[src/rtl/eep_pkg.sv]
package eep_pkg;

  // Protocol phase of the slave engine
  typedef enum logic [2:0] {
    PH_IDLE,
    PH_RX,
    PH_RXACK,
    PH_TX,
    PH_TXACK
  } phase_e;

  // Meaning of the byte currently being received
  typedef enum logic [1:0] {
    BK_DEV,
    BK_WADDR,
    BK_DATA
  } byte_e;

  localparam logic [3:0] DEV_TYPE = 4'b1010;

endpackage

[src/rtl/eep_line_sync.sv]
module eep_line_sync #(
  parameter int SYNC_STAGES = 2
) (
  input  logic clk,
  input  logic rst_n,
  input  logic scl_i,
  input  logic sda_i,
  output logic scl_lvl,
  output logic sda_lvl,
  output logic scl_rise,
  output logic scl_fall,
  output logic start_evt,
  output logic stop_evt
);

  localparam int LINES = 2;

  logic [LINES-1:0] raw;
  logic [LINES-1:0] stab;
  logic [LINES-1:0] prev;

  assign raw = {scl_i, sda_i};

  for (genvar g = 0; g < LINES; g++) begin : g_line
    logic [SYNC_STAGES-1:0] pipe;
    always_ff @(posedge clk or negedge rst_n) begin
      if (!rst_n) pipe <= '1;
      else        pipe <= {pipe[SYNC_STAGES-2:0], raw[g]};
    end
    assign stab[g] = pipe[SYNC_STAGES-1];
  end

  always_ff @(posedge clk or negedge rst_n) begin
    if (!rst_n) prev <= '1;
    else        prev <= stab;
  end

  assign scl_lvl   = stab[1];
  assign sda_lvl   = stab[0];
  assign scl_rise  = stab[1] & ~prev[1];
  assign scl_fall  = ~stab[1] & prev[1];
  assign start_evt = stab[1] & prev[1] & prev[0] & ~stab[0];
  assign stop_evt  = stab[1] & prev[1] & ~prev[0] & stab[0];

endmodule

[src/rtl/eep_store.sv]
module eep_store #(
  parameter int MEM_BYTES  = 512,
  parameter int PAGE_BYTES = 16
) (
  input  logic                                   clk,
  input  logic                                   wr_en,
  input  logic [$clog2(MEM_BYTES)-$clog2(PAGE_BYTES)-1:0] wr_page,
  input  logic [PAGE_BYTES*8-1:0]                wr_data,
  input  logic [PAGE_BYTES-1:0]                  wr_mask,
  input  logic [$clog2(MEM_BYTES)-1:0]           rd_addr,
  output logic [7:0]                             rd_data
);

  localparam int PW = $clog2(PAGE_BYTES);

  logic [7:0] mem [MEM_BYTES];

  // One page-wide write port: every staged byte of the page lands together
  always_ff @(posedge clk) begin
    if (wr_en) begin
      for (int b = 0; b < PAGE_BYTES; b++) begin
        if (wr_mask[b]) mem[{wr_page, b[PW-1:0]}] <= wr_data[b*8 +: 8];
      end
    end
  end

  assign rd_data = mem[rd_addr];

endmodule

[src/rtl/eep_proto.sv]
module eep_proto
  import eep_pkg::*;
#(
  parameter int MEM_BYTES  = 512,
  parameter int PAGE_BYTES = 16,
  parameter int WR_CYCLES  = 1000,
  parameter int HW_BITS    = 2
) (
  input  logic                               clk,
  input  logic                               rst_n,
  input  logic                               sda_lvl,
  input  logic                               scl_rise,
  input  logic                               scl_fall,
  input  logic                               start_evt,
  input  logic                               stop_evt,
  input  logic [HW_BITS-1:0]                 hw_sel,
  input  logic                               wp_i,
  input  logic [7:0]                         rd_data,
  output logic                               sda_oe,
  output logic [$clog2(MEM_BYTES)-1:0]       rd_addr,
  output logic                               wr_en,
  output logic [$clog2(MEM_BYTES)-$clog2(PAGE_BYTES)-1:0] wr_page,
  output logic [PAGE_BYTES*8-1:0]            wr_data,
  output logic [PAGE_BYTES-1:0]              wr_mask,
  output logic                               busy,
  output phase_e                             phase,
  output byte_e                              kind
);

  localparam int AW   = $clog2(MEM_BYTES);
  localparam int PW   = $clog2(PAGE_BYTES);
  localparam int SELW = AW - 8;
  localparam int CW   = $clog2(WR_CYCLES + 1);

  phase_e                 phase_n;
  byte_e                  kind_n;
  logic [3:0]             cnt, cnt_n;
  logic [7:0]             shreg, shreg_n;
  logic [6:0]             txreg, txreg_n;
  logic                   rw, rw_n;
  logic                   mack, mack_n;
  logic [SELW-1:0]        psel, psel_n;
  logic [AW-1:0]          ptr, ptr_n;
  logic                   oe, oe_n;
  logic [PAGE_BYTES*8-1:0] pbuf, pbuf_n;
  logic [PAGE_BYTES-1:0]  pmask, pmask_n;
  logic [CW-1:0]          bcnt, bcnt_n;
  logic                   dev_match;
  logic                   blocked;

  assign busy      = (bcnt != '0);
  assign dev_match = (shreg[7:4] == DEV_TYPE) && (shreg[3 -: HW_BITS] == hw_sel) && !busy;
  assign blocked   = wp_i && ptr[AW-1];

  // Next-state logic
  always_comb begin
    phase_n = phase;
    kind_n  = kind;
    cnt_n   = cnt;
    shreg_n = shreg;
    txreg_n = txreg;
    rw_n    = rw;
    mack_n  = mack;
    psel_n  = psel;
    ptr_n   = ptr;
    oe_n    = oe;
    pbuf_n  = pbuf;
    pmask_n = pmask;
    bcnt_n  = bcnt;
    wr_en   = 1'b0;

    if (busy) bcnt_n = bcnt - 1'b1;

    if (stop_evt) begin
      phase_n = PH_IDLE;
      oe_n    = 1'b0;
      pmask_n = '0;
      if ((pmask != '0) && !blocked) begin
        wr_en  = 1'b1;
        bcnt_n = CW'(WR_CYCLES);
      end
    end else if (start_evt) begin
      phase_n = PH_RX;
      kind_n  = BK_DEV;
      cnt_n   = '0;
      oe_n    = 1'b0;
      pmask_n = '0;
    end else begin
      unique case (phase)
        PH_RX: begin
          if (scl_rise && cnt != 4'd8) begin
            shreg_n = {shreg[6:0], sda_lvl};
            cnt_n   = cnt + 4'd1;
          end else if (scl_fall && cnt == 4'd8) begin
            cnt_n = '0;
            unique case (kind)
              BK_DEV: begin
                if (dev_match) begin
                  psel_n  = shreg[SELW:1];
                  rw_n    = shreg[0];
                  oe_n    = 1'b1;
                  phase_n = PH_RXACK;
                end else begin
                  phase_n = PH_IDLE;
                end
              end
              BK_WADDR: begin
                ptr_n   = {psel, shreg};
                oe_n    = 1'b1;
                phase_n = PH_RXACK;
              end
              default: begin
                pbuf_n[ptr[PW-1:0]*8 +: 8] = shreg;
                pmask_n[ptr[PW-1:0]]       = 1'b1;
                ptr_n[PW-1:0]              = ptr[PW-1:0] + 1'b1;
                oe_n                       = 1'b1;
                phase_n                    = PH_RXACK;
              end
            endcase
          end
        end
        PH_RXACK: begin
          if (scl_fall) begin
            cnt_n = '0;
            if (kind == BK_DEV && rw) begin
              txreg_n = rd_data[6:0];
              oe_n    = ~rd_data[7];
              phase_n = PH_TX;
            end else begin
              oe_n    = 1'b0;
              phase_n = PH_RX;
              kind_n  = (kind == BK_DEV) ? BK_WADDR : BK_DATA;
            end
          end
        end
        PH_TX: begin
          if (scl_fall) begin
            if (cnt == 4'd7) begin
              oe_n    = 1'b0;
              phase_n = PH_TXACK;
              ptr_n   = ptr + 1'b1;
            end else begin
              cnt_n   = cnt + 4'd1;
              oe_n    = ~txreg[6];
              txreg_n = {txreg[5:0], 1'b0};
            end
          end
        end
        PH_TXACK: begin
          if (scl_rise) begin
            mack_n = ~sda_lvl;
          end else if (scl_fall) begin
            cnt_n = '0;
            if (mack) begin
              txreg_n = rd_data[6:0];
              oe_n    = ~rd_data[7];
              phase_n = PH_TX;
            end else begin
              phase_n = PH_IDLE;
            end
          end
        end
        default: ;
      endcase
    end
  end

  // Control registers
  always_ff @(posedge clk or negedge rst_n) begin
    if (!rst_n) begin
      phase <= PH_IDLE;
      kind  <= BK_DEV;
      cnt   <= '0;
      shreg <= '0;
      txreg <= '0;
      rw    <= 1'b0;
      mack  <= 1'b0;
      psel  <= '0;
      ptr   <= '0;
      oe    <= 1'b0;
      pmask <= '0;
      bcnt  <= '0;
    end else begin
      phase <= phase_n;
      kind  <= kind_n;
      cnt   <= cnt_n;
      shreg <= shreg_n;
      txreg <= txreg_n;
      rw    <= rw_n;
      mack  <= mack_n;
      psel  <= psel_n;
      ptr   <= ptr_n;
      oe    <= oe_n;
      pmask <= pmask_n;
      bcnt  <= bcnt_n;
    end
  end

  // Staging data path, qualified by its mask and therefore left without reset
  always_ff @(posedge clk) begin
    pbuf <= pbuf_n;
  end

  assign sda_oe  = oe;
  assign rd_addr = ptr;
  assign wr_page = ptr[AW-1:PW];
  assign wr_data = pbuf;
  assign wr_mask = pmask;

endmodule

[src/rtl/serial_eeprom_slave.sv]
module serial_eeprom_slave
  import eep_pkg::*;
#(
  parameter int MEM_BYTES   = 512,
  parameter int PAGE_BYTES  = 16,
  parameter int WR_CYCLES   = 1000,
  parameter int SYNC_STAGES = 2,
  parameter int HW_BITS     = 3 - ($clog2(MEM_BYTES) - 8)
) (
  input  logic               clk,
  input  logic               rst_n,
  input  logic               scl_i,
  input  logic               sda_i,
  output logic               sda_oe,
  output logic               sda_o,
  input  logic [HW_BITS-1:0] hw_sel,
  input  logic               wp_i
);

  localparam int AW = $clog2(MEM_BYTES);
  localparam int PW = $clog2(PAGE_BYTES);

  logic [1:0]              rst_pipe;
  logic                    rst_sync_n;
  logic                    scl_lvl, sda_lvl, scl_rise, scl_fall, start_evt, stop_evt;
  logic [AW-1:0]           rd_addr;
  logic [7:0]              rd_data;
  logic                    wr_en;
  logic [AW-PW-1:0]        wr_page;
  logic [PAGE_BYTES*8-1:0] wr_data;
  logic [PAGE_BYTES-1:0]   wr_mask;
  logic                    busy;
  phase_e                  phase;
  byte_e                   kind;

  // Reset asserts at once and leaves on a clock edge
  always_ff @(posedge clk or negedge rst_n) begin
    if (!rst_n) rst_pipe <= '0;
    else        rst_pipe <= {rst_pipe[0], 1'b1};
  end
  assign rst_sync_n = rst_pipe[1];

  eep_line_sync #(.SYNC_STAGES(SYNC_STAGES)) u_sync (
    .clk       (clk),
    .rst_n     (rst_sync_n),
    .scl_i     (scl_i),
    .sda_i     (sda_i),
    .scl_lvl   (scl_lvl),
    .sda_lvl   (sda_lvl),
    .scl_rise  (scl_rise),
    .scl_fall  (scl_fall),
    .start_evt (start_evt),
    .stop_evt  (stop_evt)
  );

  eep_proto #(
    .MEM_BYTES  (MEM_BYTES),
    .PAGE_BYTES (PAGE_BYTES),
    .WR_CYCLES  (WR_CYCLES),
    .HW_BITS    (HW_BITS)
  ) u_proto (
    .clk       (clk),
    .rst_n     (rst_sync_n),
    .sda_lvl   (sda_lvl),
    .scl_rise  (scl_rise),
    .scl_fall  (scl_fall),
    .start_evt (start_evt),
    .stop_evt  (stop_evt),
    .hw_sel    (hw_sel),
    .wp_i      (wp_i),
    .rd_data   (rd_data),
    .sda_oe    (sda_oe),
    .rd_addr   (rd_addr),
    .wr_en     (wr_en),
    .wr_page   (wr_page),
    .wr_data   (wr_data),
    .wr_mask   (wr_mask),
    .busy      (busy),
    .phase     (phase),
    .kind      (kind)
  );

  eep_store #(
    .MEM_BYTES  (MEM_BYTES),
    .PAGE_BYTES (PAGE_BYTES)
  ) u_store (
    .clk     (clk),
    .wr_en   (wr_en),
    .wr_page (wr_page),
    .wr_data (wr_data),
    .wr_mask (wr_mask),
    .rd_addr (rd_addr),
    .rd_data (rd_data)
  );

  assign sda_o = 1'b0;

endmodule

[config.mk]
export PLATFORM = sky130hd
export DESIGN_NAME = serial_eeprom_slave
export DESIGN_NICKNAME = d
export VERILOG_FILES = /design/src/rtl/eep_pkg.sv /design/src/rtl/eep_line_sync.sv /design/src/rtl/eep_store.sv /design/src/rtl/eep_proto.sv /design/src/rtl/serial_eeprom_slave.sv
export SDC_FILE = /design/constraint.sdc
export NUM_CORES = 2
export LEC_CHECK = 0
export BUFFER_PORTS_ARGS = -buffer_cell sky130_fd_sc_hd__buf_2
export CORE_MARGIN = 2
export CORE_UTILIZATION = 45
export DETAILED_ROUTE_END_ITERATION = 7
export PLACE_DENSITY = 0.7
export SYNTH_ARGS = -nofsm -noshare
export SYNTH_HDL_FRONTEND = slang
export SYNTH_HIERARCHICAL = 1
export SYNTH_SLANG_ARGS = --single-unit
[constraint.sdc]
create_clock -name clk -period 4.9 [get_ports clk]
set_input_delay 0.98 -clock clk [delete_from_list [all_inputs] [get_ports clk]]
set_output_delay 0.98 -clock clk [all_outputs]
set_load 0.005 [all_outputs]
After elaboration in Yosys (flattened, before gate mapping)
Memories as Yosys holds them, arrays and structs flattened.
Cells that the tools add are included.

word-level totals
  RAM bits = 4,096
  output and inout port bits = 2
  memories kept = 1
  register bits after elaboration = 199

memories
  memory       depth  width  rd ports  clocked after Yosys merged registers in  write ports  RTL line         RTL
  u_store.mem  512    8      1         0                                        16           eep_store.sv:16  logic [7:0] mem [MEM_BYTES];

operators by class
  multiplexer cells = 118
  $add $sub $neg = 5
  reductions and logical operators = 34
  eq/ne operators = 38
  bitwise operators = 18
  shift-type cells = 2
  $lt $le $gt $ge = 2

operators by type and width
  operator                    count
  $bwmux W128                 1
  $shift A8 B34 Y128 const A  1
  $shiftx A8 B34 Y128         1
  $mux W16                    6
  $mux W1                     64
  $mux W7                     7
  $mux W9                     4
  $neg A7 Y34                 1
  $mux W10                    3
  $mux W4                     7
  $mux W3                     9
  $ne A4 B3 Y1 const B        6
  $reduce_and A8 Y1           3
  $pmux W7 S3                 1
  $mux W2                     9
  $pmux W9 S2                 1
  $ne A2 B1 Y1 const B        8
  $or A16 B16 Y16             1
  $pmux W4 S4                 1
  $reduce_and A4 Y1           4
  $reduce_bool A16 Y1         1
  $ne A4 B4 Y1 const B        3
  $pmux W3 S4                 1
  $reduce_and A6 Y1           2
  other kinds (36)            72

Logic depth before layout (Yosys ltp)
  word-level depth = 11
  depth in mapped cells = 16

By module
The synthesis kept the hierarchy.

by module, submodules not included
  module               area each (µm²)  cells an instance  instances
  eep_store            160,107.3        7,967              1
  eep_proto            8,390.5          710                1
  eep_line_sync        190.2            10                 1
  serial_eeprom_slave  65.1             5                  1

Worst setup path after synthesis
No wires, ideal clock.

  path type = input-to-reg
  from = input port wp_i
  to = memory u_store.mem[458][0] (enable)
  library setup time = 370 ps
  data arrival time = 2,602 ps
  path slack = 1,928 ps
  data required time = 4,530 ps
  stages = 8
  cells stage by stage = nand2_1 > nand3_1 > inv_1 > clkbuf_1 > clkbuf_1 > nand2_1 > buf_1 > nor2_1

RTL lines
  what                RTL line                   RTL
  start: declaration  serial_eeprom_slave.sv:17  input logic wp_i
  end: declaration    eep_store.sv:16

Final worst setup path
  from = register u_proto.ptr[2] (netlist: u_proto/rd_addr[2])
  to = register u_proto.txreg[6]

on the way
  cells in the longest elaborated chain, start to end = 5
  elaborated cells on any way between the ends = 7
  classes of those cells = mux: 6; memory: 1

RTL lines
  what                      RTL line                   RTL
  start: declaration        eep_proto.sv:43            logic [AW-1:0] ptr, ptr_n;
  start signal: assignment  eep_proto.sv:192           ptr <= ptr_n;
  $mem_v2 Z512 W8 (*)       -
  net rd_data[6]            serial_eeprom_slave.sv:27  logic [7:0] rd_data;
  $mux W7                   eep_proto.sv:154           if (mack) begin
  $mux W7                   eep_proto.sv:152           end else if (scl_fall) begin
  $mux W7                   eep_proto.sv:150           if (scl_rise) begin
  $pmux W7 S3 (*)           eep_proto.sv:89            unique case (phase)
  end signal: assignment    eep_proto.sv:188           txreg <= txreg_n;
  end: declaration          eep_proto.sv:39            logic [6:0] txreg, txreg_n;

Mark *: on every way through the listed nets, which the timed path passes. The rest lies on a longest branch. The select of a mux whose other input is x is not followed.
A chain may end at the register's enable or synchronous reset.

==> impl_metrics.csv <==
group,metric,value,unit
sta,fin_worst_skew,0.06658,ns
pwr,p_int,57.81,mW
critical_path,cp_cell_sequence,"nand2b_4, buf_12, buf_4, o221ai_1, nor2_1, o21ai_0, nand4_1, nand4_1, buf_4, and4_1, nand2_1, nand2_1, mux2_4",
sta,fin_ws,-0.2979,ns
flow_run,drv_cap,2,
pwr,p_per_area,378.5,nW/µm²
route,wire_per_inst,40.71,µm
cts,cts_buffers,418,
route,dr.pass1.iters,7,
synth,syn_inst,8692,
global_route,antenna_found_initial,105,
die,io_pins,9,
route,ant_nets,0,
pwr,switchingPower,14.22,mW
sta,rsz0062_at_grt,"false",
cts,worstSkewPairLatency,1.01,ns
critical_path,crit_type,"reg -> reg",
synth,ys_warn_count,6,
route,vias_per_cell,6.837,
cells_and_area,nNetsFinal,9180,
cells_and_area,utilization,51.05,%
global_route,grt_pass1_wl,796200,µm
critical_path,crit_path_max_incr_delay,1.07,ns
sta,final.min_clock_period,5.198,ns
cts,clockRootBuffer,"clkbuf_16",
sta,worst_pin_slew,1.631,ns
synth,yosysSeqAreaShare,76.22,%
sta,finalHoldViolations,0,
route,drt_wl_total,592900,µm
placed_design,place_congestion,1.046,
cells_and_area,drive_gt1_share,19.99,%
critical_path,crit_path_start,"u_proto/rd_addr[2]",
die,dieArea,379900,µm²
sta,slew_headroom,-9.573,%
worst_hold_path,hold_start,"sda_i",
route,vias,99570,
cts,clkTransAtPathRegs,0.06,ns
pwr,p_sw_share,19.74,%
synth,ys_types,86,
die,core,372800,µm²
global_route,grt_max_degree,129,
route,drt_iter0_drc,24300,
global_route,met2_usage,44.71,%
critical_path,cp.arrival,6.10,ns
global_route,gr-usage-met3,9.780,%
sta,setup_viol,3,
sta,setup_tns,-0.5765,ns
critical_path,critical_path_required,5.80,ns
placed_design,dp_cells,13710,
global_route,busiest_layer,"met2",
run_status,run_status,"complete, but fails checks",
cts,cts_tree,"built",
critical_path,crit_path_max_fanout,30,
synth,synth_edf_count,4224,
worst_hold_path,hp-class,"in -> reg",
cells_and_area,final_cell_mix,"edfxtp_1, mux2i_1, nor2_1",
pwr,vdd_drop_max,347.8,µV
die,initial_core_util,45.27,%
cells_and_area,area_growth,12.77,%
cts,h-tree-depth,5,
sta,clock.fmax,192.4,MHz
sta,finalCritPeriodShare,106.1,%
run_status,violations,"capacitance limit, slew limit, setup timing",
cts,clk_path_buf_depth,4,
sta,drv_slew,4,
placed_design,dp_hpwl,337300,µm
synth,syn_nets,8708,
die,die_x,616.4,µm
pwr,p_comb_share,0.4,%
global_route,grt_overflow_total,0,
pwr,seqPwrFrac,55.4,%
cells_and_area,final_cells,14560,
die,rows,224,
synth,synth_area,168800,µm²
global_route,first_global_vias,95290,
critical_path,end_kind,"flip-flop",
synth,ys_ff_latch,4295,
die,die_h,616.4,µm
critical_path,reg2reg_from,"u_proto/rd_addr[2]",
pwr,power_leakage,66.73,nW
synth,synth-async-reset-ratio,1.653,%
cells_and_area,final_common_cell,"edfxtp_1",
global_route,grt_use_total,30.67,%
route,drc,0,
synth,synth_ff_type,"edfxtp_1",
critical_path,worstSetupStartpointType,"flip-flop",
synth,syn_avg_cell_area,19.41,µm²
placed_design,port_buffers,7,
global_route,grt.met1_usage,39.47,%
critical_path,cpMaxStageDelayCell,"o21ai_0",
pwr,pwr-share-clk,44.3,%
cts,cts_num_sinks,4295,
## worst paths after layout
check / cells after the start / end / slack, ns
max: 13 / u_proto/txreg[6] / -0.30
min: 1 / u_sync/g_line[0].pipe[0] / 0.1
max reg2reg: 13 / u_proto/txreg[6] / -0.30
min reg2reg: 0 / u_proto/bcnt[6] / 0.27
max in group asynchronous: 1 / u_proto/rd_addr[4] / 3.38
min in group asynchronous: 0 / u_proto/bcnt[6] / 0.27
## layer usage
| layer | wire length [µm] | vias to the layer above |
|---|---|---|
| li1 | - | 36840 |
| met3 | 99290 | 2012 |
| met4 | 47570 | 14 |
| met2 | 257000 | 10670 |
| met5 | 302 | - |
| met1 | 188700 | 50040 |
## worst max-delay path, delay by kind of cell (launching register included)
family	cells	cell delay (ns)
compound gates	2	1.79
buf+inv	3	0.79
flops	1	0.63
mux	1	0.15
simple gates	7	1.65
## state kept, by name, indices dropped and copies added, names as in the netlist, 3 cells and up
| register | count |
|---|---|
| u_proto/bcnt | 10 |
| u_proto/cnt | 4 |
| u_proto/phase | 3 |
| u_proto/rd_addr | 9 |
| u_proto/shreg | 8 |
| u_proto/txreg | 7 |
| u_proto/wr_data | 128 |
| u_proto/wr_mask | 16 |
| u_store/mem | 4096 |
| u_sync/g_line.pipe | 4 |
## final cells by class
class	instances	area (µm²)
fillers	29030	182500
clock inverters	258	2447
multi-input cells	3828	36670
flip-flops and latches	4295	128600
inverters	19	78.83
repair buffers	602	5090
clock buffers	522	10980
well taps	4972	6221
diodes	67	167.7
## repair_timing
action                     CTS  global route
setup endpoints to repair    1             4
cloned                       0             0
hold buffers                 1             0
pin swaps                    0             1
resized for setup            1             5
buffers inserted             0             7
hold endpoints to repair     2             0
## synth_stat cells (25+ instances only)
master,instances,area share (%)
edfxtp_1,4224,75
nor4_1,31,0.11
buf_8,30,0.27
dfrtp_1,65,0.96
buf_2,81,0.24
a21oi_1,201,0.60
nor2_1,710,1.6
mux2_2,30,0.20
buf_4,41,0.18
mux4_1,34,0.53
buf_6,91,0.61
a31oi_1,27,0.10
buf_1,39,0.087
o21ai_0,143,0.42
mux2i_1,789,4.7
a211oi_1,25,0.11
mux4_2,626,8.4
o22ai_1,192,0.71
clkbuf_1,258,0.57
nor3_1,50,0.15
and2_1,67,0.25
a22oi_1,59,0.26
nand3_1,37,0.11
nand4_1,55,0.20
o221ai_1,367,1.9
nand2_1,182,0.40
## cell families (layout without fill, tap and decap cells)
group,count (synthesis),in the layout,share of synthesized area (%)
compound gates,1076,1076,4.420
simple gates,1244,1244,3.310
mux,1485,1485,13.82
flops,4295,4295,76.22
buf+inv,569,1401,2.098
xor+xnor,12,12,0.06228
other cells,2,69,0.004450
fa+ha+maj,9,9,0.06673
## power by group through the flow
stage / logic, mW / clock network [mW] / registers [mW]
after floorplan: 0.164 / 0 / 40.6
after global placement: 0.237 / 0 / 40.7
after detailed placement: 0.245 / 0 / 40.7
after CTS: 0.247 / 32.0 / 39.9
after global routing: 0.265 / 33.4 / 39.9
final: 0.253 / 31.9 / 39.9
## metrics by stage
| stage | setup slack (ns) | hold WS (ns) | instance area (µm²) | total power, mW |
|---|---|---|---|---|
| after floorplan | 1.928 | 0.3312 | 168800 | 40.74 |
| after global placement | -0.03336 | 0.2807 | 176600 | 40.89 |
| after detailed placement | -0.01993 | 0.2953 | 176600 | 40.90 |
| after CTS | 0.1329 | 0.05598 | 190000 | 72.07 |
| after global routing | 0.05843 | 0.08994 | 190200 | 73.49 |
| final | -0.2979 | 0.09668 | 190300 | 72.03 |
Power figures use the tool's default switching activity.
